--- config.mk ---
export PLATFORM = sky130hd
export DESIGN_NAME = bscan_register
export DESIGN_NICKNAME = d
export VERILOG_FILES = /design/src/rtl/bsr_pkg.sv /design/src/rtl/bsr_cell.sv /design/src/rtl/bsr_pin.sv /design/src/rtl/bscan_register.sv
export SDC_FILE = /design/constraint.sdc
export NUM_CORES = 1
export LEC_CHECK = 0
export CAP_MARGIN = 20
export CORE_AREA = 5 5 373 375
export DETAILED_ROUTE_END_ITERATION = 10
export DIE_AREA = 0 0 378 380
export DONT_BUFFER_PORTS = 1
export GPL_TIMING_DRIVEN = 0
export HOLD_SLACK_MARGIN = 0.06
export PLACE_DENSITY_LB_ADDON = 0.3
export SLEW_MARGIN = 20
export SYNTH_ARGS = -nofsm -noshare
export SYNTH_HDL_FRONTEND = slang
export SYNTH_SLANG_ARGS = --single-unit
--- constraint.sdc ---
create_clock -name tck -period 4.3 [get_ports tck]
set_input_delay 0.86 -clock tck [delete_from_list [all_inputs] [get_ports tck]]
set_output_delay 0.86 -clock tck [all_outputs]
set_load 0.01 [all_outputs]
--- src/rtl/bsr_pkg.sv ---
package bsr_pkg;

  typedef enum logic [1:0] {
    PIN_IN     = 2'd0,
    PIN_OUT    = 2'd1,
    PIN_OUT_TS = 2'd2,
    PIN_BIDIR  = 2'd3
  } pin_kind_e;

  localparam int MAX_PINS = 512;

  // cells owned by one pad of the given kind
  function automatic int cells_for(pin_kind_e k);
    case (k)
      PIN_IN:     return 1;
      PIN_OUT:    return 1;
      PIN_OUT_TS: return 2;
      default:    return 3;
    endcase
  endfunction

  // default pad table: 24 bidirectional, 6 tri-statable, rest alternate in/out
  function automatic logic [2*MAX_PINS-1:0] demo_table(int np);
    logic [2*MAX_PINS-1:0] t;
    t = '0;
    for (int p = 0; p < np; p++) begin
      if (p % 8 == 7)       t[2*p +: 2] = PIN_BIDIR;
      else if (p % 32 == 3) t[2*p +: 2] = PIN_OUT_TS;
      else if (p % 2 == 0)  t[2*p +: 2] = PIN_IN;
      else                  t[2*p +: 2] = PIN_OUT;
    end
    return t;
  endfunction

endpackage

--- src/rtl/bsr_cell.sv ---
module bsr_cell #(
  parameter logic UPD_RST = 1'b0
) (
  input  logic clk,
  input  logic rst_n,
  input  logic capture,
  input  logic shift,
  input  logic update,
  input  logic cap_d,
  input  logic ser_d,
  output logic stage_q,
  output logic upd_q
);

  always_ff @(posedge clk or negedge rst_n) begin
    if (!rst_n) begin
      stage_q <= 1'b0;
      upd_q   <= UPD_RST;
    end else begin
      if (capture)    stage_q <= cap_d;
      else if (shift) stage_q <= ser_d;
      if (update)     upd_q   <= stage_q;
    end
  end

endmodule

--- src/rtl/bsr_pin.sv ---
module bsr_pin
  import bsr_pkg::*;
#(
  parameter pin_kind_e KIND = PIN_IN,
  localparam int NC = cells_for(KIND)
) (
  input  logic          clk,
  input  logic          rst_n,
  input  logic          capture,
  input  logic          shift,
  input  logic          update,
  input  logic          test_mode,
  input  logic [NC-1:0] ser_d,
  output logic [NC-1:0] stage_q,
  input  logic          pin_lvl,
  input  logic          core_o,
  input  logic          core_z,
  output logic          pad_o,
  output logic          pad_z
);

  logic [NC-1:0] cap_d;
  logic [NC-1:0] upd_q;

  // local cell 0 is the enable cell for kinds that can float
  localparam bit HAS_EN = (KIND == PIN_OUT_TS) || (KIND == PIN_BIDIR);

  for (genvar c = 0; c < NC; c++) begin : g_cell
    bsr_cell #(.UPD_RST(HAS_EN && (c == 0))) u_cell (
      .clk     (clk),
      .rst_n   (rst_n),
      .capture (capture),
      .shift   (shift),
      .update  (update),
      .cap_d   (cap_d[c]),
      .ser_d   (ser_d[c]),
      .stage_q (stage_q[c]),
      .upd_q   (upd_q[c])
    );
  end

  if (KIND == PIN_IN) begin : g_in
    logic unused_ok;
    assign unused_ok = ^{core_o, core_z, upd_q, test_mode};
    assign cap_d = pin_lvl;
    assign pad_o = 1'b0;
    assign pad_z = 1'b1;
  end else if (KIND == PIN_OUT) begin : g_out
    logic unused_ok;
    assign unused_ok = ^{pin_lvl, core_z};
    assign cap_d = core_o;
    assign pad_o = test_mode ? upd_q[0] : core_o;
    assign pad_z = 1'b0;
  end else if (KIND == PIN_OUT_TS) begin : g_out_ts
    logic unused_ok;
    assign unused_ok = pin_lvl;
    assign cap_d = {core_o, core_z};
    assign pad_z = test_mode ? upd_q[0] : core_z;
    assign pad_o = test_mode ? upd_q[1] : core_o;
  end else begin : g_bidir
    assign cap_d = {pin_lvl, core_o, core_z};
    assign pad_z = test_mode ? upd_q[0] : core_z;
    assign pad_o = test_mode ? upd_q[1] : core_o;
  end

endmodule

--- src/rtl/bscan_register.sv ---
module bscan_register
  import bsr_pkg::*;
#(
  parameter int NUM_PINS = 192,
  parameter logic [2*NUM_PINS-1:0] PIN_TYPES = (2*NUM_PINS)'(demo_table(NUM_PINS))
) (
  input  logic                tck,
  input  logic                trst_n,
  input  logic                test_mode,
  input  logic                capture_dr,
  input  logic                shift_dr,
  input  logic                update_dr,
  input  logic                tdi,
  output logic                tdo,
  input  logic [NUM_PINS-1:0] pin_in,
  input  logic [NUM_PINS-1:0] core_out,
  input  logic [NUM_PINS-1:0] core_hiz,
  output logic [NUM_PINS-1:0] pad_out,
  output logic [NUM_PINS-1:0] pad_hiz
);

  function automatic pin_kind_e kind_of(int p);
    return pin_kind_e'(PIN_TYPES[2*p +: 2]);
  endfunction

  // index of a pad's first cell: cells of all lower pads
  function automatic int base_of(int p);
    int s;
    s = 0;
    for (int i = 0; i < p; i++) s += cells_for(kind_of(i));
    return s;
  endfunction

  localparam int NUM_CELLS = base_of(NUM_PINS);

  logic [NUM_CELLS-1:0] stage_q;
  logic [NUM_CELLS-1:0] ser_d;

  assign ser_d = {tdi, stage_q[NUM_CELLS-1:1]};
  assign tdo   = stage_q[0];

  for (genvar p = 0; p < NUM_PINS; p++) begin : g_pin
    localparam pin_kind_e K = kind_of(p);
    localparam int B = base_of(p);
    localparam int N = cells_for(K);
    bsr_pin #(.KIND(K)) u_pin (
      .clk       (tck),
      .rst_n     (trst_n),
      .capture   (capture_dr),
      .shift     (shift_dr),
      .update    (update_dr),
      .test_mode (test_mode),
      .ser_d     (ser_d[B +: N]),
      .stage_q   (stage_q[B +: N]),
      .pin_lvl   (pin_in[p]),
      .core_o    (core_out[p]),
      .core_z    (core_hiz[p]),
      .pad_o     (pad_out[p]),
      .pad_z     (pad_hiz[p])
    );
  end

endmodule

=== Word level (Yosys, flattened, before mapping) ===
Index checks and enable logic that the tools add are counted.

* Flip-flop bits (word level): 372
* Input port bits: 583
* Output and inout port bits: 385
* Logic and storage cells: 991

* Mux-type cells: 618
* Reductions and logical operators: 1

{| class="wikitable"
|+ Operators with widths
! kind !! number
|-
| $mux W1 || 618
|-
| $reduce_bool A2 Y1 || 1
|}

=== Logic depth before layout (Yosys ltp) ===
* Depth after elaboration: 2
* Depth in mapped cells: 5
* Depth with buffers taken out: 2

=== Cells and area by module ===
From an unflattened synthesis, not the netlist that was laid out.

* Cell total of the unflattened synthesis: 2118
* Area total of the unflattened synthesis: 25231.7 sq um

{| class="wikitable"
|+ By module, submodules not included
! module !! instances !! cells each !! area each (sq um) !! seq. area each (sq um)
|-
| bsr_cell at g_pin[0].u_pin.g_cell[0].u_cell ... || 216 || 6 || 83.8 || 50.0
|-
| bsr_cell at g_pin[103].u_pin.g_cell[0].u_cell ... || 30 || 6 || 85.1 || 51.3
|-
| bsr_pin at g_pin[0].u_pin ... || 96 || 4 || 22.5 || 0.0
|-
| bsr_pin at g_pin[101].u_pin ... || 66 || 3 || 26.3 || 0.0
|-
| bsr_pin at g_pin[103].u_pin ... || 30 || 2 || 22.5 || 0.0
|}

=== Least setup slack after synthesis ===
No wires, ideal clock.

* Path kind: input -> output
* From: input test_mode
* To: output pad_hiz[151]
* Arrival: 1.692 ns
* Required time: 3.440 ns
* Setup slack: 1.748 ns
* Cell stages on the path: 5
* Path buffers: 4
* Path through: buf_6 > buf_6 > buf_6 > mux2_4 > buf_4

* Longest elaborated chain between the ends: 1

{| class="wikitable"
|+ Ends and longest elaborated chain
! element !! RTL line !! text
|-
| from (decl) || bscan_register.sv:9 || <nowiki>input logic test_mode,</nowiki>
|-
| $mux W1 || bsr_pin.sv:62 || <nowiki>assign pad_z = test_mode ? upd_q[0] : core_z;</nowiki>
|-
| to (decl) || bscan_register.sv:19 || <nowiki>output logic [NUM_PINS-1:0] pad_hiz</nowiki>
|}

Every way passes these cells.

=== Final worst setup path ===
* From: input test_mode
* To: output pad_out[175]

* Longest elaborated chain between the ends: 1

{| class="wikitable"
|+ Ends and longest elaborated chain
! element !! RTL line !! text
|-
| $mux W1 || bsr_pin.sv:63 || <nowiki>assign pad_o = test_mode ? upd_q[1] : core_o;</nowiki>
|-
| to (decl) || bscan_register.sv:18 || <nowiki>output logic [NUM_PINS-1:0] pad_out,</nowiki>
|}

Every way passes these cells.

==> impl_metrics.py <==
metrics = {
    "floorplanning": {
        "start_util": 0.155,
        "fp.dieW_microns": 378,
        "top_level_ports": 968,
        "num_rows": 135,
        "die_h_microns": 380,
        "core-area_sq_um": 135000,
        "die-area_sq_um": 144000,
    },
    "synthesis": {
        "netlist_instances": 1859,
        "syn_area_sq_um": 20900,
        "synth-async-reset-ratio": 1.00,
        "avgSynthCellArea_sq_um": 11.2,
        "yosysTopAreaCell": "dfrtp_1",
        "synth_top_area_frac": 0.410,
        "synth_area_leaders": "dfrtp_1, buf_4, mux2i_1",
        "ys.flop_type": "dfrtp_1",
        "synth_edf_count": 0,
        "synth-seq-area-share": 0.447,
        "yosysWarnings": 0,
        "ys_ff_latch": 372,
        "synth_cell_type_count": 16,
    },
    "timing": {
        "hold_viol": 25,
        "finalSetupTns_ns": 0,
        "fin_crit_sh": 0.725,
        "finalCriticalPeriod_ns": 3.12,
        "finalSetupViolCount": 0,
        "skew_ns": 0.0262,
        "max_freq_ghz": 0.321,
        "slew_viol_final": 0,
        "rsz0062_at_grt": "false",
        "relSlewSlack": 0.232,
        "worst_pin_slew_ns": 1.15,
        "hold_ws_ns": -0.0524,
    },
    "power_and_ir_drop": {
        "p_leak_nw": 12.1,
        "vdd.ir_drop.worst_mv": 0.236,
        "power_density_nw_per_um2": 403,
    },
    "drt": {
        "drcViolationCount": 0,
        "route.met2.wl_microns": 38300,
        "via_per_inst": 3.42,
        "top_layer_used": "met5",
        "drt_first_pass_iters": 5,
        "wl_met3_microns": 9660,
        "vias": 13700,
        "wl_per_cell_microns": 22.7,
        "ant_nets": 0,
        "wl_microns": 90900,
        "drtIter0Drc": 758,
        "route.layer.met1.wl_microns": 41100,
    },
    "global_routing": {
        "grt_first_pass_wirelength_microns": 122000,
        "gr-total-overflow": 0,
        "grt_start_max_net_pins": 373,
        "antenna_found_initial": 29,
        "grt_use_total": 0.122,
        "grt_pass1_vias": 14400,
    },
    "clocking": {
        "cts_buffers": 50,
        "clkLatencyLatePin_ns": 0.63,
        "clk_path_buf_depth": 3,
        "cts_resized": 0,
        "h-tree-depth": 2,
        "post_cts_buffers": 0,
        "clock_sinks": 372,
        "cts_tree": "done",
        "root_buffer": "clkbuf_16",
        "path_clk_slew_ns": 0.06,
    },
    "worst_setup_path": {
        "cp.required_ns": 3.44,
        "start_kind": "input pin",
        "cp-end-kind": "output port",
        "critPathMaxFanout": 10,
        "path_class": "input pin to output port",
        "reg2reg_depth": 1,
        "arrival_ns": 2.26,
    },
    "placement": {
        "port-buffer-count": 0,
        "place.gp.congestion": 0.761,
        "place_area_sq_um": 24100,
        "hpwl_microns": 70200,
        "place_inst": 3896,
    },
    "run": {
        "maxCapViolCount": 0,
    },
    "cells_and_area": {
        "stdcell_area_sq_um": 25800,
        "fin_util": 0.191,
        "fin_cells": 4003,
        "drive_above_1_share": 0.371,
        "syn_to_final_growth_pct": 23.2,
        "fill_cells": 14800,
        "nNetsFinal": 2750,
    },
    "min_path": {
        "hp-class": "input pin to async pin",
    },
    "run_status": {
        "violations": "negative hold slack",
        "outcome": "complete, but fails checks",
    },
}
==> final cells by class <==
type                       count  area (sq um)  area share
sequential                   372          9350       0.363
multi-input combinational   1248          8730       0.339
buffer                       495          3780       0.147
tap                         1781          2230      0.0865
clock buffer                  74          1410      0.0549
clock inverter                20           221     0.00860
antenna                       13          32.5     0.00126
==> where the power goes <==
part           total, mW  internal [mW]  switching, mW
Clock               4.20           2.42           1.79
Combinational       1.87          0.969          0.903
Sequential          4.31           3.95          0.361
==> routing by layer <==
metal | GRT usage | vias to the layer above
met5 | 0 | -
met4 | 0.0305 | 18
met1 | 0.164 | 6642
met2 | 0.179 | 594
li1 | - | 6333
met3 | 0.0539 | 94
==> flip-flops by register name (all words and copies together), names as in the netlist <==
name                               flops
g_pin.u_pin.g_cell.u_cell.stage_q    246
g_pin.u_pin.g_cell.u_cell.upd_q      126
==> worst paths after layout <==
check                                                               start                                        to  slack (ns)
worst min-delay path                                               trst_n   g_pin[109].u_pin.g_cell[0].u_cell.upd_q       -0.05
worst max-delay path                                            test_mode                              pad_out[175]        1.18
min in group tck                                             core_out[59]  g_pin[59].u_pin.g_cell[0].u_cell.stage_q        0.35
worst max register to register  g_pin[149].u_pin.g_cell[0].u_cell.stage_q   g_pin[149].u_pin.g_cell[0].u_cell.upd_q        3.30
max in group asynchronous                                          trst_n  g_pin[15].u_pin.g_cell[0].u_cell.stage_q        3.41
worst min register to register     g_pin[63].u_pin.g_cell[1].u_cell.upd_q    g_pin[63].u_pin.g_cell[1].u_cell.upd_q        0.50
==> logic make-up after synthesis <==
family,after synthesis,synth area share
compound gates,246,0.0593
buf+inv,495,0.181
flops,372,0.447
mux,498,0.268
other cells,2,0.000359
simple gates,246,0.0442
==> metrics by stage <==
stage | worst slack, ns | hold WS (ns) | total power, mW
floorplan | 1.75 | 0.475 | 5.70
detailed placement | 1.19 | 0.491 | 6.28
finish | 1.18 | -0.0524 | 10.4
global route | 1.18 | -0.112 | 10.9
CTS | 1.20 | -0.125 | 10.6
global placement | 1.20 | 0.483 | 6.27
==> cells in the mapped netlist (15+ instances only) <==
cell type / number
mux2i_1: 246
mux2_2: 172
buf_6: 15
o21ai_1: 238
clkbuf_1: 36
buf_2: 30
dfstp_2: 30
buf_8: 24
mux2_4: 80
nand2_1: 246
buf_4: 387
dfrtp_1: 342
==> layout by cell type, fill, tap and decap left out, drive strengths merged <==
cell type  instances
buf              459
bufinv             2
clkbuf           110
clkinv            13
clkinvlp           4
conb             258
dfrtp            342
dfstp             30
diode             13
inv                1
mux2             252
mux2i            246
nand2            246
o21ai            246
==> critical path, cell delays in order <==
cell    delay (ns)
buf_6         0.10
buf_2         0.67
mux2_2        0.45
buf_4         0.16
(Power assumes the default switching activity.)
